===== src/rtl/hps_pkg.sv =====
package hps_pkg;
   typedef enum logic [2:0] {
      PORT_NORTH = 3'd0,
      PORT_EAST  = 3'd1,
      PORT_SOUTH = 3'd2,
      PORT_WEST  = 3'd3,
      PORT_LOCAL = 3'd4
   } port_id_e;

   localparam int unsigned MAX_FIFO_DEPTH = 5;
endpackage


===== src/rtl/hps_port_fifo.sv =====
module hps_port_fifo #(
   parameter int W     = 32,
   parameter int DEPTH = 4
) (
   input  logic         clk,
   input  logic         rst_n,
   input  logic         wr_en,
   input  logic [W-1:0] wr_data,
   input  logic         rd_en,
   output logic [W-1:0] rd_data,
   output logic         empty,
   output logic         nonempty_next,
   output logic         drop
);
   localparam int CW = $clog2(DEPTH + 1);

   logic [CW-1:0] cnt_q, cnt_d;
   logic          full, wr_ok, rd_ok;

   assign empty = (cnt_q == '0);
   assign full  = (cnt_q == CW'(DEPTH));
   assign wr_ok = wr_en & ~full;
   assign rd_ok = rd_en & ~empty;
   assign drop  = wr_en & full;

   always_comb begin
      cnt_d = cnt_q;
      if (wr_ok && !rd_ok) cnt_d = cnt_q + CW'(1);
      else if (rd_ok && !wr_ok) cnt_d = cnt_q - CW'(1);
   end
   assign nonempty_next = (cnt_d != '0);

   always_ff @(posedge clk) begin
      if (!rst_n) cnt_q <= '0;
      else        cnt_q <= cnt_d;
   end

   generate
      if (DEPTH == 1) begin : g_single
         logic [W-1:0] hold_q;
         always_ff @(posedge clk) begin
            if (!rst_n)     hold_q <= '0;
            else if (wr_ok) hold_q <= wr_data;
         end
         assign rd_data = hold_q;
      end else begin : g_ring
         localparam int AW = $clog2(DEPTH);
         logic [W-1:0]  mem_q [DEPTH];
         logic [AW-1:0] wp_q, rp_q;

         always_ff @(posedge clk) begin
            if (!rst_n) begin
               wp_q <= '0;
               rp_q <= '0;
            end else begin
               if (wr_ok) wp_q <= (wp_q == AW'(DEPTH - 1)) ? '0 : wp_q + AW'(1);
               if (rd_ok) rp_q <= (rp_q == AW'(DEPTH - 1)) ? '0 : rp_q + AW'(1);
            end
         end

         always_ff @(posedge clk) begin
            if (wr_ok) mem_q[wp_q] <= wr_data;
         end
         assign rd_data = mem_q[rp_q];
      end
   endgenerate
endmodule


===== src/rtl/hps_arrival_queue.sv =====
module hps_arrival_queue #(
   parameter int NP   = 5,
   parameter int IDXW = $clog2(NP),
   parameter int CW   = $clog2(NP + 1)
) (
   input  logic            clk,
   input  logic            rst_n,
   input  logic            rm_en,
   input  logic [IDXW-1:0] rm_idx,
   input  logic [NP-1:0]   push_mask,
   input  logic [IDXW-1:0] last_idx,
   output logic [IDXW-1:0] head_idx,
   output logic            head_vld,
   output logic [CW-1:0]   occ
);
   logic [IDXW-1:0] slot_q [NP];
   logic [IDXW-1:0] slot_d [NP];
   logic [CW-1:0]   cnt_q, cnt_d;
   logic [IDXW-1:0] p;

   function automatic logic [IDXW-1:0] rot(input logic [IDXW-1:0] base, input int k);
      int s;
      s = int'(base) + k;
      if (s >= NP) s = s - NP;
      return IDXW'(s);
   endfunction

   always_comb begin
      cnt_d = '0;
      p     = '0;
      for (int i = 0; i < NP; i++) slot_d[i] = '0;
      // keep survivors in order, dropping the granted entry
      for (int i = 0; i < NP; i++) begin
         if (CW'(i) < cnt_q && !(rm_en && slot_q[i] == rm_idx)) begin
            slot_d[cnt_d] = slot_q[i];
            cnt_d = cnt_d + CW'(1);
         end
      end
      // append newcomers in rotating order after the last grant
      for (int k = 1; k <= NP; k++) begin
         p = rot(last_idx, k);
         if (push_mask[p] && cnt_d < CW'(NP)) begin
            slot_d[cnt_d] = p;
            cnt_d = cnt_d + CW'(1);
         end
      end
   end

   always_ff @(posedge clk) begin
      if (!rst_n) begin
         cnt_q <= '0;
         for (int i = 0; i < NP; i++) slot_q[i] <= '0;
      end else begin
         cnt_q <= cnt_d;
         for (int i = 0; i < NP; i++) slot_q[i] <= slot_d[i];
      end
   end

   assign head_idx = slot_q[0];
   assign head_vld = (cnt_q != '0);
   assign occ      = cnt_q;
endmodule


===== src/rtl/hps_grant_pick.sv =====
module hps_grant_pick #(
   parameter int NP   = 5,
   parameter int IDXW = $clog2(NP)
) (
   input  logic [NP-1:0]   pend,
   input  logic [IDXW-1:0] head_idx,
   input  logic            head_vld,
   input  logic [IDXW-1:0] last_idx,
   input  logic            ready,
   output logic [NP-1:0]   grant,
   output logic [IDXW-1:0] gidx,
   output logic            gvld
);
   logic [IDXW-1:0] p;

   function automatic logic [IDXW-1:0] rot(input logic [IDXW-1:0] base, input int k);
      int s;
      s = int'(base) + k;
      if (s >= NP) s = s - NP;
      return IDXW'(s);
   endfunction

   always_comb begin
      gidx = '0;
      gvld = 1'b0;
      p    = '0;
      if (ready && (|pend)) begin
         if (&pend) begin
            for (int k = 1; k <= NP; k++) begin
               p = rot(last_idx, k);
               if (!gvld && pend[p]) begin
                  gidx = p;
                  gvld = 1'b1;
               end
            end
         end else if (head_vld) begin
            gidx = head_idx;
            gvld = 1'b1;
         end
      end
   end

   assign grant = gvld ? (NP'(1) << gidx) : '0;
endmodule


===== src/rtl/hybrid_port_scheduler.sv =====
module hybrid_port_scheduler #(
   parameter int NP    = 5,
   parameter int W     = 32,
   parameter int DEPTH = 4
) (
   input  logic                  clk,
   input  logic                  rst_n,
   input  logic [NP-1:0]         in_valid,
   input  logic [NP*W-1:0]       in_data,
   input  logic                  out_ready,
   output logic [NP-1:0]         grant,
   output logic                  out_valid,
   output logic [W-1:0]          out_data,
   output logic [$clog2(NP)-1:0] out_port,
   output logic [NP-1:0]         drop
);
   import hps_pkg::*;

   localparam int IDXW = $clog2(NP);
   localparam int CW   = $clog2(NP + 1);

   generate
      if (NP < 2) begin : g_bad_np
         $error("hybrid_port_scheduler: NP must be at least 2");
      end
      if (DEPTH < 1 || DEPTH > int'(MAX_FIFO_DEPTH)) begin : g_bad_depth
         $error("hybrid_port_scheduler: DEPTH out of range");
      end
      if (W < 1) begin : g_bad_w
         $error("hybrid_port_scheduler: W must be positive");
      end
   endgenerate

   logic [NP-1:0]   empty, nz_next, pend, push_mask;
   logic [W-1:0]    head_data [NP];
   logic [IDXW-1:0] last_q, gidx, q_head;
   logic            gvld, q_vld;
   logic [CW-1:0]   q_cnt;

   genvar gp;
   generate
      for (gp = 0; gp < NP; gp++) begin : g_port
         hps_port_fifo #(.W(W), .DEPTH(DEPTH)) u_fifo (
            .clk          (clk),
            .rst_n        (rst_n),
            .wr_en        (in_valid[gp]),
            .wr_data      (in_data[gp*W +: W]),
            .rd_en        (grant[gp]),
            .rd_data      (head_data[gp]),
            .empty        (empty[gp]),
            .nonempty_next(nz_next[gp]),
            .drop         (drop[gp])
         );
         assign pend[gp]      = ~empty[gp];
         assign push_mask[gp] = nz_next[gp] & (empty[gp] | grant[gp]);
      end
   endgenerate

   hps_arrival_queue #(.NP(NP), .IDXW(IDXW), .CW(CW)) u_queue (
      .clk      (clk),
      .rst_n    (rst_n),
      .rm_en    (gvld),
      .rm_idx   (gidx),
      .push_mask(push_mask),
      .last_idx (last_q),
      .head_idx (q_head),
      .head_vld (q_vld),
      .occ      (q_cnt)
   );

   hps_grant_pick #(.NP(NP), .IDXW(IDXW)) u_pick (
      .pend    (pend),
      .head_idx(q_head),
      .head_vld(q_vld),
      .last_idx(last_q),
      .ready   (out_ready),
      .grant   (grant),
      .gidx    (gidx),
      .gvld    (gvld)
   );

   always_ff @(posedge clk) begin
      if (!rst_n)    last_q <= IDXW'(NP - 1);
      else if (gvld) last_q <= gidx;
   end

   always_comb begin
      out_data = '0;
      for (int i = 0; i < NP; i++) begin
         if (gvld && gidx == IDXW'(i)) out_data = head_data[i];
      end
   end

   assign out_valid = gvld;
   assign out_port  = gvld ? gidx : '0;
endmodule


===== config.mk =====
export PLATFORM = sky130hd
export DESIGN_NAME = hybrid_port_scheduler
export DESIGN_NICKNAME = d
export VERILOG_FILES = /design/src/rtl/hps_pkg.sv /design/src/rtl/hps_port_fifo.sv /design/src/rtl/hps_arrival_queue.sv /design/src/rtl/hps_grant_pick.sv /design/src/rtl/hybrid_port_scheduler.sv
export SDC_FILE = /design/constraint.sdc
export NUM_CORES = 1
export LEC_CHECK = 0
export ABC_AREA = 1
export BUFFER_PORTS_ARGS = -buffer_cell sky130_fd_sc_hd__clkbuf_2
export CORE_UTILIZATION = 51
export DETAILED_ROUTE_END_ITERATION = 16
export PLACE_DENSITY = 0.69
export SLEW_MARGIN = 10
export SYNTH_ARGS = -nofsm -noshare
export SYNTH_HDL_FRONTEND = slang
export SYNTH_SLANG_ARGS = --single-unit

===== constraint.sdc =====
create_clock -name clk -period 17 [get_ports clk]
set_clock_uncertainty 0.2 [all_clocks]
set_input_delay 3.4 -clock clk [delete_from_list [all_inputs] [get_ports clk]]
set_output_delay 3.4 -clock clk [all_outputs]
set_load 0.03 [all_outputs]

=== Word-level counts from Yosys, hierarchy flattened ===
Memory sizes are Yosys's and may differ from the RTL's. A register that Yosys moved wholly into a read port is not among the register bits.
Index checks and enable logic that the tools add are counted.
W data, S select, Z words.

* Bits in writable memories: 655
* ROM bits: 0
* Bits of input ports: 168
* Word-level logic and storage cells: 416
* Output and inout port bits: 46
* Memories kept: 6
* Register bits after elaboration: 41
* Bits in latches: 0

{| class="wikitable"
|+ Memories
! name !! words !! bits a word !! read ports !! clocked after memory_dff !! wr ports !! RTL line !! RTL
|-
| g_port[0].u_fifo.g_ring.mem_q || 4 || 32 || 1 || 1 || 1 || hps_port_fifo.sv:48 || <nowiki>logic [W-1:0] mem_q [DEPTH];</nowiki>
|-
| g_port[1].u_fifo.g_ring.mem_q || 4 || 32 || 1 || 1 || 1 || hps_port_fifo.sv:48 ||
|-
| g_port[2].u_fifo.g_ring.mem_q || 4 || 32 || 1 || 1 || 1 || hps_port_fifo.sv:48 ||
|-
| g_port[3].u_fifo.g_ring.mem_q || 4 || 32 || 1 || 1 || 1 || hps_port_fifo.sv:48 ||
|-
| g_port[4].u_fifo.g_ring.mem_q || 4 || 32 || 1 || 1 || 1 || hps_port_fifo.sv:48 ||
|-
| u_queue.slot_q || 5 || 3 || 5 || 0 || 5 || hps_arrival_queue.sv:16 || <nowiki>logic [IDXW-1:0] slot_q [NP];</nowiki>
|}

* Shifts and indexed selects: 1
* Equality and inequality tests: 24
* Bitwise logic cells: 49
* Multiplexer cells: 160
* Add/sub/neg operators: 39
* Reductions and logical operators: 77
* Divide/modulo/power cells: 0
* Multipliers: 0
* Order comparisons: 43

{| class="wikitable"
|+ Operators by type and width
! operator !! count
|-
| $mux W3 || 58
|-
| $mux W32 || 5
|-
| $bwmux W15 || 9
|-
| $mux W15 || 9
|-
| $demux W3 S3 || 9
|-
| $logic_and A1 B1 Y1 || 44
|-
| $lt A3 B4 Y1 const B || 10
|-
| $mux W2 || 20
|-
| $add A3 B1 Y3 const B || 13
|-
| $mux W1 || 39
|-
| $ge A4 B4 Y1 const B || 9
|-
| $lt A4 B1 Y1 const B || 9
|-
| $not A3 Y4 || 8
|-
| $bmux W1 S3 || 10
|-
| $add A2 B1 Y2 const B || 10
|-
| $and A1 B1 Y1 || 20
|-
| $eq A2 B2 Y1 const B || 10
|-
| $ge A4 B3 Y1 const B || 5
|-
| $logic_not A1 Y1 || 19
|-
| $eq A3 B3 Y1 const B || 6
|-
| $logic_not A3 Y1 || 6
|-
| $reduce_bool A3 Y1 || 6
|-
| $eq A3 B3 Y1 || 5
|-
| $lt A3 B3 Y1 const B || 5
|-
| 18 further kinds || 49
|}

=== Logic depth before layout (Yosys ltp) ===
* Depth in word-level cells: 63
* Depth in mapped cells: 64
* Mapped depth without buffers: 63

=== By module ===
Synthesis repeated with hierarchy kept, for this count alone.

* Cell total of the unflattened synthesis: 3,162
* Area total of the unflattened synthesis: 32,826.5 um^2

{| class="wikitable"
|+ Modules (own cells, without submodules)
! module !! instances !! seq. area each (um^2) !! area an instance (um^2) !! cells an instance
|-
| hps_port_fifo at g_port[0].u_fifo ... || 4 || 4,023.9 || 5,257.5 || 386
|-
| hps_port_fifo at g_port[4].u_fifo || 1 || 4,023.9 || 5,255.0 || 386
|-
| hps_arrival_queue || 1 || 360.3 || 3,814.9 || 664
|-
| hybrid_port_scheduler || 1 || 60.1 || 1,530.2 || 343
|-
| hps_grant_pick || 1 || 0.0 || 1,196.1 || 225
|}

=== Least setup slack after synthesis ===
No wires, ideal clock.

* Path kind: input-to-output
* From: in out_ready
* To: out out_data[10]
* Data required time: 13.400 ns
* Data arrival time: 5.806 ns
* Cell stages on the path: 13
* Path slack: 7.594 ns
* Path buffers: 3
* Cells stage by stage: and2_1 > buf_2 > inv_2 > a21oi_2 > buf_2 > nand2_1 > nor2_2 > nor2_1 > inv_1 > clkbuf_1 > o21ai_0 > a21oi_1 > o311ai_0

* Elaborated cells on any way between the ends: 18
* Classes of those cells: eq/ne (4); mux (7); reduce/logical (7)

{| class="wikitable"
|+ RTL lines
! element !! RTL line !! RTL
|-
| start: declaration || hybrid_port_scheduler.sv:10 || <nowiki>input logic out_ready,</nowiki>
|-
| $logic_and A1 B1 Y1 (*) || hps_grant_pick.sv:27 || <nowiki>if (ready && (|pend)) begin</nowiki>
|-
| $mux W1 (*) || hps_grant_pick.sv:27 ||
|-
| named net out_valid || hybrid_port_scheduler.sv:12 || <nowiki>output logic out_valid,</nowiki>
|-
| $logic_and A1 B1 Y1 || hybrid_port_scheduler.sv:90 || <nowiki>if (gvld && gidx == IDXW'(i)) out_data = head_data[i];</nowiki>
|-
| $mux W32 (4 in a row) || hybrid_port_scheduler.sv:90 ||
|-
| $mux W32 (*) || hybrid_port_scheduler.sv:90 ||
|-
| end: declaration || hybrid_port_scheduler.sv:13 || <nowiki>output logic [W-1:0] out_data,</nowiki>
|}

The timed path passes the listed nets; every way through them passes the cells marked *.

=== Worst setup path in the final report ===
* From: in out_ready
* To: out out_data[8]

* Word-level cells in the longest chain between the ends: 9
* Elaborated cells on any way between the ends: 18
* Classes of those cells: eq/ne (4); mux (7); reduce/logical (7)

{| class="wikitable"
|+ RTL lines
! element !! RTL line
|-
| $logic_and A1 B1 Y1 (*) || hps_grant_pick.sv:27
|-
| $mux W3 || hps_grant_pick.sv:27
|-
| $logic_not A3 Y1 || hybrid_port_scheduler.sv:90
|-
| $logic_and A1 B1 Y1 || hybrid_port_scheduler.sv:90
|-
| $mux W32 (4 in a row) || hybrid_port_scheduler.sv:90
|-
| $mux W32 (*) || hybrid_port_scheduler.sv:90
|}

Mark *: on every way between the ends. The rest lies on a longest branch, timed or not.

==> metrics.yaml <==
cp.arrival_ns: 7.61
synth.most_common_cell: "nand2_1"
regArea_um2: 20500
cts_max_level: 3
yosysUniqueCellTypes: 51
initial_core_util: 0.516
status: "finished clean"
postRouteAntennaNets: 0
clkTransAtPathRegs_ns: 0.05
ys_warn_count: 0
drc: 0
final.min_clock_period_ns: 11.21
synth_top_area_share: 0.592
cts_setup_buffers: 0
p_seq_frac: 0.286
required_ns: 13.40
synth_edf_count: 640
netlist_top_cells_area: "edfxtp_1, nand2_1, dfxtp_1, inv_1, nor2_1"
critPathMaxStageDelay_ns: 0.91
r2r_start: "last_q[0]"
wl_per_cell_um: 21.7
fp.coreArea_um2: 63000
cp-end-kind: "output pin"
drive_gt1_frac: 0.151
netSwitchingFraction: 0.455
cts_buffer_depth: 3
worst_pin_slew_ns: 1.19
ir_drop_mv: 0.274
r2r-end: "u_queue.slot_q[0][2]"
holdCritPathClass: "reg -> reg"
grt-ovfl-total: 0
vias: 24300
pwr-share-clk: 0.215
cts_resized: 0
first_iter_violations: 2827
grt_pass1_vias: 22800
reg2reg_depth: 50
antenna_found_initial: 24
synthArstFlopShare: 0
final.setup.tns_ns: 0
slew_headroom: 0.200
gr-usage-all-layers: 0.278
p_per_area_nw_per_um2: 198
yosysTopAreaCell: "edfxtp_1"
dp_hpwl_mm: 61.4
place_congestion: 0.975
grt_max_degree: 77
combPwrFrac: 0.498
die_y_um: 254
tritoncts: "yes"
synth_commonest_cells: "nand2_1, edfxtp_1, inv_1, nor2_1, nand3_1"
synth_area_per_cell_um2: 10.5
leakagePower_uw: 0.0143
nets: 3500
cpMaxStageDelayCell: "clkinv_1"
r2r_setup_slack_ns: 7.50
nFillCells: 5141
dr.pass1.iters: 6
multi_input_area_um2: 10300
critical_path_class: "in -> out"
layout_setup_ws_ns: 5.79
synth_area_um2: 32500
critPathMaxFanout: 33
p_switching_uw: 3300
finalCritPeriodShare: 0.659
ctsHoldBuffers: 0
ys_seq_area_frac: 0.633
grt_pass1_wl_mm: 135
drv_cap: 0
synth-main-ff-cell: "edfxtp_1"
syn2layout_area_growth_pct: 13.0
rows: 92
io_pins: 214
setup_viol: 0
rsz0062_at_grt: "no"
cp-start-kind: "input pin"
p_int_uw: 3960
drt_wl_total_mm: 90.9
clock_sinks: 706
die_w_um: 254
drv_slew: 0
max_freq_ghz: 0.0892
clockRootBuffer: "clkbuf_16"
synthCells: 3094
whs_path_depth: 2
clock_latency_ns: 0.61
viasPerCell: 5.80
die-area_um2: 64700
holdCritStartpoint: "g_port[1].u_fifo.g_ring.rp_q[1]"
dp_slack_ns: 6.46
ys_seq_elements: 706
syn_nets: 3323
path_cells: "clkbuf_2 -> and2_1 -> inv_2 -> a21oi_2 -> inv_1 -> a21oi_2 -> nand2_8 -> inv_2 -> nor2_2 -> nand2_1 -> clkinv_1 -> a21oi_1 -> o311ai_0 -> clkbuf_2"
place.port_buffers: 213
cts_inserted_buffers: 73
hold_viol: 0
## placed cells by master (no fill, tap or decap), types with 35 or more instances in the layout
| cell | count |
|---|---|
| a21oi_1 | 182 |
| nor2_1 | 237 |
| nand2_1 | 709 |
| nand3_1 | 186 |
| o21ai_0 | 178 |
| clkbuf_16 | 75 |
| inv_2 | 35 |
| o311ai_0 | 96 |
| dfxtp_1 | 58 |
| inv_1 | 261 |
| ha_1 | 59 |
| clkbuf_2 | 213 |
| edfxtp_1 | 640 |
## area by class of cell
| class | instances | share of cell area |
|---|---|---|
| Sequential cell | 706 | 0.560 |
| Multi-Input combinational cell | 1940 | 0.280 |
| Clock buffer | 88 | 0.0525 |
| Timing Repair Buffer | 244 | 0.0354 |
| Inverter | 306 | 0.0313 |
| Tap cell | 846 | 0.0289 |
| Clock inverter | 43 | 0.0107 |
| Antenna cell | 16 | 0.00109 |
## metal layers
| layer | track usage | up-vias | routed length [um] |
|---|---|---|---|
| met5 | 0 | - | 173 |
| met4 | 0.0830 | 28 | 1790 |
| met3 | 0.0568 | 154 | 8490 |
| met2 | 0.409 | 1051 | 40600 |
| met1 | 0.415 | 11900 | 39900 |
| li1 | - | 11200 | - |
## registers in the layout, indices dropped and copies added, names as in the netlist, named ones only
register / flops
g_port.u_fifo.cnt_q: 15
g_port.u_fifo.g_ring.mem_q: 640
g_port.u_fifo.g_ring.rp_q: 10
g_port.u_fifo.g_ring.wp_q: 10
last_q: 3
u_queue.occ: 3
u_queue.slot_q: 15
## kinds of logic after synthesis
family,count (synthesis),share of synthesized area
buffers and inverters,448,0.0540
adders and majority gates,61,0.0240
and+or+nand+nor,1275,0.171
xor gates and xnor gates,14,0.00401
DFF,706,0.633
AOI/OAI and AO/OA,590,0.114
## metrics by stage
step | cells | power (uW) | hold slack (ns) | instance area [um2] | util
3_5_place_dp | 4042 | 5650 | 0.292 | 34300 | 0.545
4_1_cts | 4173 | 7210 | 0.300 | 36600 | 0.582
2_1_floorplan | 3094 | 4760 | 0.263 | 32500 | -
3_3_place_gp | 4042 | 5570 | 0.268 | 34300 | 0.545
5_1_grt | 4178 | 7710 | 0.322 | 36700 | 0.582
6_report | 4189 | 7270 | 0.302 | 36700 | 0.583
## worst max-delay path by stage
stage | cells past startpoint | slack (ns) | start | endpoint
global route | 14 | 5.65 | out_ready | out_data[8]
detailed placement | 15 | 6.46 | out_ready | out_data[3]
CTS | 15 | 6.42 | out_ready | out_data[19]
finish | 14 | 5.79 | out_ready | out_data[8]
floorplan | 13 | 7.59 | out_ready | out_data[10]
global placement | 14 | 6.68 | out_ready | out_data[8]
## power groups by stage
stage / logic [uW] / clock network [uW] / registers (uW)
finish: 3620 / 1560 / 2080
global route: 3980 / 1640 / 2090
CTS: 3550 / 1570 / 2080
detailed placement: 3530 / 0 / 2120
global placement: 3460 / 0 / 2110
floorplan: 2670 / 0 / 2090
## worst max-delay path: cells and delay by family
family	cells	cell delay [ns]
simple gates	4	0.59
compound gates	4	1.90
buf+inv	6	1.67
(Power assumes the default switching activity.)
